File: src/rtl/can_esm_pkg.sv
package can_esm_pkg;

    // Ordered by severity so that precedence is a plain maximum.
    typedef enum logic [1:0] {
        LVL_ACTIVE  = 2'd0,
        LVL_WARN    = 2'd1,
        LVL_PASSIVE = 2'd2,
        LVL_BUSOFF  = 2'd3
    } err_lvl_e;

    typedef struct packed {
        err_lvl_e tx_lvl;
        err_lvl_e rx_lvl;
        err_lvl_e node;
        logic     irq;
    } mon_state_t;

    function automatic err_lvl_e lvl_max(input err_lvl_e a, input err_lvl_e b);
        return (a > b) ? a : b;
    endfunction

endpackage

File: src/rtl/can_esm_level.sv
module can_esm_level
    import can_esm_pkg::*;
#(
    parameter int CNT_W         = 8,
    parameter int WARN_LIMIT    = 96,
    parameter int PASSIVE_LIMIT = 127,
    parameter int BUSOFF_LIMIT  = 255,
    parameter bit HAS_BUSOFF    = 1'b0
) (
    input  logic [CNT_W-1:0] cnt,
    output err_lvl_e         lvl
);

    localparam int CW = CNT_W + 1;
    localparam logic [CW-1:0] WARN_AT    = CW'(WARN_LIMIT);
    localparam logic [CW-1:0] PASS_ABOVE = CW'(PASSIVE_LIMIT);

    logic [CW-1:0] cnt_x;
    logic          over_bo;
    logic          over_pass;
    logic          at_warn;

    assign cnt_x     = {1'b0, cnt};
    assign over_pass = cnt_x > PASS_ABOVE;
    assign at_warn   = cnt_x >= WARN_AT;

    generate
        if (HAS_BUSOFF) begin : g_bo
            localparam logic [CW-1:0] BO_ABOVE = CW'(BUSOFF_LIMIT);
            assign over_bo = cnt_x > BO_ABOVE;
        end else begin : g_nobo
            assign over_bo = 1'b0;
        end
    endgenerate

    always_comb begin
        if (over_bo)        lvl = LVL_BUSOFF;
        else if (over_pass) lvl = LVL_PASSIVE;
        else if (at_warn)   lvl = LVL_WARN;
        else                lvl = LVL_ACTIVE;
    end

endmodule

File: src/rtl/can_esm_sticky.sv
module can_esm_sticky #(
    parameter int NUM_FLAGS = 2
) (
    input  logic                 clk,
    input  logic                 rst_n,
    input  logic [NUM_FLAGS-1:0] set_i,
    input  logic [NUM_FLAGS-1:0] clr_i,
    output logic [NUM_FLAGS-1:0] flag_o
);

    logic [NUM_FLAGS-1:0] flag_d;
    logic [NUM_FLAGS-1:0] flag_q;

    generate
        for (genvar i = 0; i < NUM_FLAGS; i++) begin : g_bit
            always_comb begin
                flag_d[i] = flag_q[i];
                if (set_i[i])      flag_d[i] = 1'b1;
                else if (clr_i[i]) flag_d[i] = 1'b0;
            end
        end
    endgenerate

    always_ff @(posedge clk or negedge rst_n) begin
        if (!rst_n) flag_q <= '0;
        else        flag_q <= flag_d;
    end

    assign flag_o = flag_q;

endmodule

File: src/rtl/can_err_monitor.sv
module can_err_monitor
    import can_esm_pkg::*;
#(
    parameter int TX_CNT_W      = 9,
    parameter int RX_CNT_W      = 8,
    parameter int WARN_LIMIT    = 96,
    parameter int PASSIVE_LIMIT = 127,
    parameter int BUSOFF_LIMIT  = 255,
    parameter int NUM_RXBUF     = 2
) (
    input  logic                 clk,
    input  logic                 rst_n,
    input  logic [TX_CNT_W-1:0]  tx_err_cnt,
    input  logic [RX_CNT_W-1:0]  rx_err_cnt,
    input  logic [NUM_RXBUF-1:0] rx_ovfl_evt,
    input  logic [NUM_RXBUF-1:0] rx_ovfl_clr,
    input  logic                 irq_clr,
    output logic                 tx_warn,
    output logic                 rx_warn,
    output logic                 tx_passive,
    output logic                 rx_passive,
    output logic                 bus_off,
    output logic [1:0]           node_state,
    output logic [NUM_RXBUF-1:0] rx_ovfl,
    output logic                 err_irq
);

    err_lvl_e   tx_lvl_now;
    err_lvl_e   rx_lvl_now;
    mon_state_t st_d;
    mon_state_t st_q;
    logic       lvl_chg;
    logic       ovf_any;

    can_esm_level #(
        .CNT_W        (TX_CNT_W),
        .WARN_LIMIT   (WARN_LIMIT),
        .PASSIVE_LIMIT(PASSIVE_LIMIT),
        .BUSOFF_LIMIT (BUSOFF_LIMIT),
        .HAS_BUSOFF   (1'b1)
    ) u_tx_lvl (
        .cnt(tx_err_cnt),
        .lvl(tx_lvl_now)
    );

    can_esm_level #(
        .CNT_W        (RX_CNT_W),
        .WARN_LIMIT   (WARN_LIMIT),
        .PASSIVE_LIMIT(PASSIVE_LIMIT),
        .BUSOFF_LIMIT (BUSOFF_LIMIT),
        .HAS_BUSOFF   (1'b0)
    ) u_rx_lvl (
        .cnt(rx_err_cnt),
        .lvl(rx_lvl_now)
    );

    can_esm_sticky #(
        .NUM_FLAGS(NUM_RXBUF)
    ) u_ovfl (
        .clk   (clk),
        .rst_n (rst_n),
        .set_i (rx_ovfl_evt),
        .clr_i (rx_ovfl_clr),
        .flag_o(rx_ovfl)
    );

    always_comb begin
        st_d        = st_q;
        st_d.tx_lvl = tx_lvl_now;
        st_d.rx_lvl = rx_lvl_now;
        st_d.node   = lvl_max(tx_lvl_now, rx_lvl_now);
        lvl_chg     = (tx_lvl_now != st_q.tx_lvl) || (rx_lvl_now != st_q.rx_lvl);
        ovf_any     = |rx_ovfl_evt;
        if (lvl_chg || ovf_any) st_d.irq = 1'b1;
        else if (irq_clr)       st_d.irq = 1'b0;
    end

    always_ff @(posedge clk or negedge rst_n) begin
        if (!rst_n) begin
            st_q.tx_lvl <= LVL_ACTIVE;
            st_q.rx_lvl <= LVL_ACTIVE;
            st_q.node   <= LVL_ACTIVE;
            st_q.irq    <= 1'b0;
        end else begin
            st_q <= st_d;
        end
    end

    assign tx_warn    = st_q.tx_lvl != LVL_ACTIVE;
    assign rx_warn    = st_q.rx_lvl != LVL_ACTIVE;
    assign tx_passive = st_q.tx_lvl >= LVL_PASSIVE;
    assign rx_passive = st_q.rx_lvl >= LVL_PASSIVE;
    assign bus_off    = st_q.tx_lvl == LVL_BUSOFF;
    assign node_state = st_q.node;
    assign err_irq    = st_q.irq;

endmodule

File: config.mk
export PLATFORM = sky130hd
export DESIGN_NAME = can_err_monitor
export DESIGN_NICKNAME = d
export VERILOG_FILES = /design/src/rtl/can_esm_pkg.sv /design/src/rtl/can_esm_level.sv /design/src/rtl/can_esm_sticky.sv /design/src/rtl/can_err_monitor.sv
export SDC_FILE = /design/constraint.sdc
export NUM_CORES = 1
export LEC_CHECK = 0
export BUFFER_PORTS_ARGS = -buffer_cell sky130_fd_sc_hd__buf_2
export CAP_MARGIN = 40
export CORE_MARGIN = 8
export CORE_UTILIZATION = 33
export CTS_CLUSTER_DIAMETER = 120
export DETAILED_ROUTE_END_ITERATION = 10
export PLACE_DENSITY = 0.68
export SKIP_LAST_GASP = 1
export SLEW_MARGIN = 20
export SYNTH_ARGS = -nofsm -noshare
export SYNTH_HDL_FRONTEND = slang
export SYNTH_HIERARCHICAL = 1
export SYNTH_SLANG_ARGS = --single-unit
File: constraint.sdc
create_clock -name clk -period 1.3 [get_ports clk]
set_clock_uncertainty 0.15 [all_clocks]
set_input_delay 0.065 -clock clk [delete_from_list [all_inputs] [get_ports clk]]
set_output_delay 0.065 -clock clk [all_outputs]
set_load 0.005 [all_outputs]
==> results of run 1 <==
[repair_timing]
item | CTS | global route
endpoints found under the hold margin | 14 | 0
setup buffers | 0 | 1
gates resized for setup | 4 | 0
pin swaps | 1 | 2
hold buffers | 8 | 0
endpoints found under the setup margin | 2 | 3
[cells in the final DEF (no fill, tap or decap), drive strengths merged]
cell type     n
and2          1
or2           3
nor2          1
nand4         1
nand2         1
xnor2         3
ha            3
mux2          1
inv           8
a2111oi       1
dfrtp         9
dlygate4sd3   8
a21o          2
and3b         1
o21bai        1
xor2          1
o22ai         1
buf          30
clkbuf        4
[sequential cells by signal (all words and copies together) (netlist names)]
| register | flops |
|---|---|
| u_ovfl/flag_o | 2 |
| st_q | 4 |
| node_state | 2 |
| err_irq | 1 |
[stage by stage]
stage                     setup WS, ns  hold WS, ns
after floorplan                -0.0189       -0.381
after global placement          -0.172       -0.226
after detailed placement        -0.190       -0.226
after CTS                      -0.0351      0.00324
after global routing           -0.0549      0.00800
final                          -0.0277      0.00272
[area by class of cell]
type / count / area (um^2)
inverter: 8 / 30.0
fill: 122 / 498
clock buffer: 4 / 26.3
sequential: 9 / 225
tap: 15 / 18.8
timing repair buffer: 38 / 258
multi-input combinational: 21 / 229
[power breakdown]
| group | leakage, nW | internal (W) | switching [W] |
|---|---|---|---|
| clock | 0.0150 | 0.000118 | 0.0000963 |
| combinational | 0.282 | 0.0000982 | 0.0000632 |
| sequential | 0.0990 | 0.000296 | 0.00000823 |
[worst paths after layout]
| kind | startpoint | end | slack [ns] | depth (start not counted) |
|---|---|---|---|---|
| hold reg to reg | u_ovfl/flag_o[0]$_DFFE_PN0P_ | u_ovfl/flag_o[0]$_DFFE_PN0P_ | 0.33 | 1 |
| max in group asynchronous | rst_n | node_state[1]$_DFF_PN0_ | 0.79 | 2 |
| setup reg to reg | st_q[5]$_DFF_PN0_ | err_irq$_DFFE_PN0P_ | 0.14 | 3 |
| setup / recovery | st_q[5]$_DFF_PN0_ | tx_warn | -0.03 | 3 |
| hold / removal | tx_err_cnt[8] | st_q[6]$_DFF_PN0_ | 0.003 | 3 |
| min in group asynchronous | rst_n | err_irq$_DFFE_PN0P_ | 0.03 | 2 |
[worst register-to-register path: stages, from the launching register on]
cell and delay [ns]:
sky130_fd_sc_hd__dfrtp_1 0.40, sky130_fd_sc_hd__xor2_1 0.15, sky130_fd_sc_hd__a2111oi_2 0.21, sky130_fd_sc_hd__nand4_1 0.12
[logic make-up (layout without fill, tap and decap cells)]
logic type               after synthesis  in the layout
buffers and inverters                 13             50
AND/OR/NAND/NOR                        8              8
multiplexers                           1              1
adder cells (fa/ha/maj)                3              3
AO/OA/AOI/OAI                          5              5
flip-flops                             9              9
XOR/XNOR                               4              4
[routing by layer]
layer,vias up,GRT usage [%],routed length (um)
li1,207,-,-
met1,185,8.40,410
met2,19,15.0,540
met3,2,3.92,122
met4,0,6.47,14
met5,-,0,0
==> impl_results.rst, run 1 <==
.. list-table::
   :header-rows: 1

   * - Metric
     - Value
   * - Result of the run
     - finished, violations left
   * - Violated checks
     - setup timing
   * - P&R area growth vs syn
     - 74.2%
   * - Cell chain of the critical path
     - buf_6 -> or2_4 -> buf_6
   * - Horizontal die dimension
     - 53.0 um
   * - Highest clock rate
     - 753 MHz
   * - Share of the core filled with cells
     - 61.2%
   * - FP Rows
     - 13
   * - Critical Path Sink Type
     - output pin
   * - Worst-case clock buffer depth
     - 2
   * - Standard cell with the maximum stage delay on the critical path
     - sky130_fd_sc_hd__dfrtp_1
   * - IR drop worst, VDD
     - 0.000405 V
   * - Setup repair after global routing missed its margin
     - true
   * - Worst setup path class
     - reg -> out
   * - Leading cell types by count after synthesis
     - sky130_fd_sc_hd__dfrtp_1 (9), sky130_fd_sc_hd__inv_1 (8), sky130_fd_sc_hd__clkbuf_1 (3), sky130_fd_sc_hd__ha_1 (3), sky130_fd_sc_hd__xnor2_1 (3)
   * - Routability congestion estimate
     - 0.670
   * - First-pass GRT wire length
     - 1.86 mm
   * - Crit path buf inv count
     - 2
   * - Post-synthesis cell count
     - 43
   * - Length of the first detailed-routing pass in iterations
     - 1
   * - Compound-cell area share of the yosys netlist
     - 8.59%
   * - Most used cell, CP
     - sky130_fd_sc_hd__buf_6
   * - Element type at the critical path start
     - flop
   * - Worst Max-Slew Pin Slew
     - 0.269 ns
   * - Overflow left after global routing
     - 0
   * - Routed WL
     - 1.09 mm
   * - Synth top area share
     - 49.9%
   * - Final total power
     - 0.000680 W
   * - Tightest slew margin relative to the limit
     - 82.0%
   * - Die Y-Extent
     - 53.0 um
   * - Starting density of the core
     - 35.2%
   * - H-tree levels
     - 1
   * - Final instance area
     - 787 um^2
   * - Via count
     - 413
   * - Average instance area after synthesis
     - 10.5 um^2
   * - Diode insertion count for antenna repair
     - 0
   * - Min setup slack post-route
     - -0.0277 ns
   * - Post-Synthesis Cell Area
     - 452 um^2
   * - WP data arrival
     - 1.11 ns
   * - Iter 0 DRT Violations
     - 0
   * - Worst-path maximum fanout
     - 2
   * - Synth Warn #
     - 6
   * - Post-synth EDFFs
     - 0
   * - Total clock buffers created by CTS
     - 3
   * - DRC errors left
     - 0
   * - Die Area
     - 2810 um^2
   * - Port-buffer cells
     - 23
   * - Multiplexer share of the synthesized area
     - 2.49%
   * - Post-Place Cell Area
     - 656 um^2
   * - Synth Flop Type
     - sky130_fd_sc_hd__dfrtp_1
   * - Portion of the clock cycle consumed by the worst path in the final layout
     - 102%
   * - Post-layout net count
     - 108
   * - Post-synthesis adder-cell area fraction
     - 8.31%
   * - Pin count of the biggest net entering global routing
     - 10
   * - Placed cells
     - 82
   * - TritonCTS clock tree
     - yes
   * - Clock network latency to the later pin of the worst-skew pair
     - 0.26 ns
   * - Number of pins with negative max-slew slack in the final report
     - 0
   * - Most instantiated library cell after synthesis
     - sky130_fd_sc_hd__dfrtp_1
   * - Total global routing track utilization
     - 8.94%
   * - LEAKAGE
     - 0.396 nW
   * - Avg WL per Cell
     - 11.5 um
   * - CP required
     - 1.09 ns
   * - Largest delay share family, worst path
     - flip-flops
   * - Share of flip-flops with an asynchronous set or reset
     - 100%
   * - Register clock-pin slew on the reported worst setup and hold paths
     - 0.07 ns
   * - Post-Route Setup TNS
     - -0.0277 ns
   * - Syn nets
     - 70
   * - Via count of the first global-routing pass
     - 461
   * - Total clock sinks
     - 9
   * - Placeable core region
     - 1280 um^2
   * - Non-filler instance count after layout
     - 95
   * - Hold/Removal Path Class
     - in -> reg
   * - Number of flip-flops and latches in the synthesized netlist
     - 9
   * - Finish-stage setup viols
     - 1
   * - Leading area contributor after synthesis
     - sky130_fd_sc_hd__dfrtp_1
   * - Top-level port count
     - 34
   * - Max cap viols
     - 0
   * - Number of antenna violations at the first check in global routing
     - 0
   * - Final hold violation count
     - 0
   * - Most area-consuming cells after synthesis
     - sky130_fd_sc_hd__dfrtp_1 (50%), sky130_fd_sc_hd__ha_1 (8.3%), sky130_fd_sc_hd__inv_1 (6.6%), sky130_fd_sc_hd__xnor2_1 (5.8%), sky130_fd_sc_hd__a21o_1 (3.3%)
   * - Stage delay of the slowest cell on the critical path
     - 0.40 ns
   * - Largest family of logic cells by synthesized area
     - buffers and inverters
   * - Antenna Nets Post-Route
     - 0
   * - Post-synth cell types
     - 19
   * - Routed via count divided by cell count
     - 4.35
   * - PD cells
     - 864 nW/um^2
   * - Part of the Yosys area used for sequential elements
     - 49.9%
   * - Post-Synth XOR/XNOR Area
     - 7.76%
   * - Shortest period the worst path allows
     - 1.33 ns
   * - Share of cells above drive strength 1
     - 53.8%
   * - Clock root cell
     - sky130_fd_sc_hd__clkbuf_4
   * - Simple-gate share of the synthesized area
     - 10.5%
   * - Half-perimeter wire length after placement
     - 836 um
Power figures use the tool's default switching activity.
==> inputs of run 2 (changes only) <==
--- a/config.mk
+++ b/config.mk
@@ -7,11 +7,14 @@
 export LEC_CHECK = 0
 export BUFFER_PORTS_ARGS = -buffer_cell sky130_fd_sc_hd__buf_2
 export CAP_MARGIN = 40
+export CELL_PAD_IN_SITES_DETAIL_PLACEMENT = 1
+export CELL_PAD_IN_SITES_GLOBAL_PLACEMENT = 1
 export CORE_MARGIN = 8
-export CORE_UTILIZATION = 33
+export CORE_UTILIZATION = 23
 export CTS_CLUSTER_DIAMETER = 120
 export DETAILED_ROUTE_END_ITERATION = 10
-export PLACE_DENSITY = 0.68
+export PLACE_DENSITY = 0.67
+export SKIP_CTS_REPAIR_TIMING = 1
 export SKIP_LAST_GASP = 1
 export SLEW_MARGIN = 20
 export SYNTH_ARGS = -nofsm -noshare
==> impl_results.rst, run 2 (same netlist as run 1, synthesis figures left out) <==
.. list-table::
   :header-rows: 1

   * - Metric
     - Value
   * - Result of the run
     - finished, violations left
   * - Violated checks
     - setup timing
   * - DRC errors left
     - 0 (unchanged)
   * - Total clock buffers created by CTS
     - 3 (unchanged)
   * - Most frequent standard cell in the layout excluding fill and tap cells
     - sky130_fd_sc_hd__buf_2
   * - Hold/Removal Path Class
     - in -> reg
   * - Switching power
     - 0.000168 W (about the same)
   * - Total clock sinks
     - 9 (unchanged)
   * - Final total power
     - 0.000680 W (about the same)
   * - Share of cells above drive strength 1
     - 53.8% (+0.096 points)
   * - Total global routing track utilization
     - 6.92% (-2.0 points)
   * - Pin count of the biggest net entering global routing
     - 10 (unchanged)
   * - Final hold violation count
     - 0 (unchanged)
   * - Number of filler instances in the final layout
     - 217 (+78%)
   * - Post-layout net count
     - 106 (-1.9%)
   * - CP required
     - 1.09 ns (about the same)
   * - Clock root cell
     - sky130_fd_sc_hd__clkbuf_4
   * - Placed cells
     - 94 (+15%)
   * - Tightest slew margin relative to the limit
     - 81.6% (-0.45 points)
   * - Via count of the first global-routing pass
     - 419 (-9.1%)
   * - First-pass GRT wire length
     - 1.83 mm (-1.5%)
   * - Critical Path Sink Type
     - output pin
   * - Worst Max-Slew Pin Slew
     - 0.275 ns (+0.00667 ns)
   * - Die Area
     - 3640 um^2 (+30%)
   * - Comb power frac
     - 24.2% (+0.5 points)
   * - Length of the first detailed-routing pass in iterations
     - 2 (+1)
   * - Port-buffer cells
     - 23 (unchanged)
   * - Register clock-pin slew on the reported worst setup and hold paths
     - 0.06 ns (about the same)
   * - Overflow left after global routing
     - 0 (unchanged)
   * - Min setup slack post-route
     - -0.0154 ns (+0.0123 ns)
   * - Worst-path maximum fanout
     - 2 (unchanged)
   * - Die Y-Extent
     - 60.3 um (+14%)
   * - Avg WL per Cell
     - 12.0 um (+4.5%)
   * - P&R area growth vs syn
     - 75.6%
   * - Routed via count divided by cell count
     - 3.86 (-11%)
   * - Biggest register
     - st_q
   * - Routability congestion estimate
     - 0.713 (+6.4%)
   * - Element type at the critical path start
     - flop
   * - Portion of the clock cycle consumed by the worst path in the final layout
     - 101% (-0.95 points)
   * - Max cap viols
     - 0 (unchanged)
   * - PD cells
     - 857 nW/um^2 (-0.80%)
   * - Share of power burned in registers
     - 44.9% (about the same)
   * - Number of pins with negative max-slew slack in the final report
     - 0 (unchanged)
   * - Share of the core filled with cells
     - 41.7% (-20 points)
   * - Post-Route Setup TNS
     - -0.0154 ns (+0.0123 ns)
   * - Iter 0 DRT Violations
     - 2 (+2)
   * - Max FFs per register
     - 4 (unchanged)
   * - Most frequent cells in the layout
     - sky130_fd_sc_hd__buf_2 (21), sky130_fd_sc_hd__dfrtp_1 (9), sky130_fd_sc_hd__inv_1 (7), sky130_fd_sc_hd__dlygate4sd3_1 (7), sky130_fd_sc_hd__buf_4 (5)
   * - Share of power burned in the clock network
     - 31.0% (-0.5 points)
   * - Top-level port count
     - 34 (unchanged)
   * - Diode insertion count for antenna repair
     - 0 (unchanged)
   * - Sw Share
     - 24.6% (about the same)
   * - H-tree levels
     - 1 (unchanged)
   * - Setup repair after global routing missed its margin
     - true
   * - Worst-case clock buffer depth
     - 2 (unchanged)
   * - Non-filler instance count after layout
     - 105 (+11%)
   * - FP Rows
     - 16 (+3)
   * - Internal Power
     - 0.000513 W (about the same)
   * - Number of antenna violations at the first check in global routing
     - 0 (unchanged)
   * - Via count
     - 405 (-1.9%)
   * - Half-perimeter wire length after placement
     - 947 um (+13%)
   * - Final worst hold slack
     - 0.00817 ns (+0.00545 ns)
   * - TritonCTS clock tree
     - yes
   * - Starting density of the core
     - 23.7% (-11 points)
   * - Antenna Nets Post-Route
     - 0 (unchanged)
   * - Routed WL
     - 1.26 mm (+16%)
   * - Placeable core region
     - 1900 um^2 (+48%)
   * - Clock network latency to the later pin of the worst-skew pair
     - 0.25 ns (about the same)
   * - Finish-stage setup viols
     - 1 (unchanged)
   * - Shortest period the worst path allows
     - 1.32 ns (-0.0123 ns)
   * - IR drop worst, VDD
     - 0.000261 V (-36%)
   * - LEAKAGE
     - 0.390 nW (-1.6%)
   * - Horizontal die dimension
     - 60.3 um (+14%)
   * - WP data arrival
     - 1.10 ns (about the same)
   * - Highest clock rate
     - 760 MHz (+0.93%)
   * - Worst setup path class
     - reg -> out
## run 2: cell types whose count changed in the layout (fill, tap and decap cells not counted), sizes merged
cell,delta
buf,-1
dlygate4sd3,-1
## run 2: area by class of cell
| type | instances | area (um^2) | area share (%) |
|---|---|---|---|
| clock buffer | 4 | 26.3 | 3.31 |
| inverter | 8 | 30.0 | 3.79 |
| multi-input combinational | 21 | 231 | 29.2 |
| sequential | 9 | 225 | 28.4 |
| tap | 27 | 33.8 | 4.26 |
| timing repair buffer | 36 | 246 | 31.1 |
## run 2: layer usage
layer  up-vias  track usage [%]  routed length [um]
met4         0             5.10                   6
met2        16             11.4                 637
met3         2             3.01                 111
li1        201                -                   -
met1       186             6.72                 502
met5         -                0                   0
## run 2: power groups by stage
stage | sequential [W] | clock, W | combinational [W]
final | 0.000305 | 0.000211 | 0.000164
after global routing | 0.000307 | 0.000244 | 0.000184
after CTS | 0.000305 | 0.000223 | 0.000141
after detailed placement | 0.000310 | 0 | 0.000140
after global placement | 0.000310 | 0 | 0.000137
after floorplan | 0.000310 | 0 | 0.0000753
## run 2: path summary, 6_finish.rpt
kind	startpoint	slack, ns	end	cells past startpoint
setup / recovery	st_q[5]$_DFF_PN0_	-0.02	tx_warn	3
hold / removal	tx_err_cnt[7]	0.008	st_q[5]$_DFF_PN0_	3
setup reg to reg	st_q[5]$_DFF_PN0_	0.13	err_irq$_DFFE_PN0P_	3
hold reg to reg	u_ovfl/flag_o[1]$_DFFE_PN0P_	0.32	u_ovfl/flag_o[1]$_DFFE_PN0P_	1
max in group asynchronous	rst_n	0.77	st_q[6]$_DFF_PN0_	2
min in group asynchronous	rst_n	0.05	err_irq$_DFFE_PN0P_	2
## run 2: stage by stage
stage	setup slack, ns	instance area, um^2
finish	-0.0154	793
global route	-0.0611	793
CTS	-0.111	697
detailed placement	-0.186	671
global placement	-0.176	671
floorplan	-0.0189	503
## run 2: critical path: stages, from the launching register on
cell and delay (ns):
sky130_fd_sc_hd__dfrtp_1 0.40, sky130_fd_sc_hd__buf_6 0.12, sky130_fd_sc_hd__or2_4 0.22, sky130_fd_sc_hd__buf_6 0.11
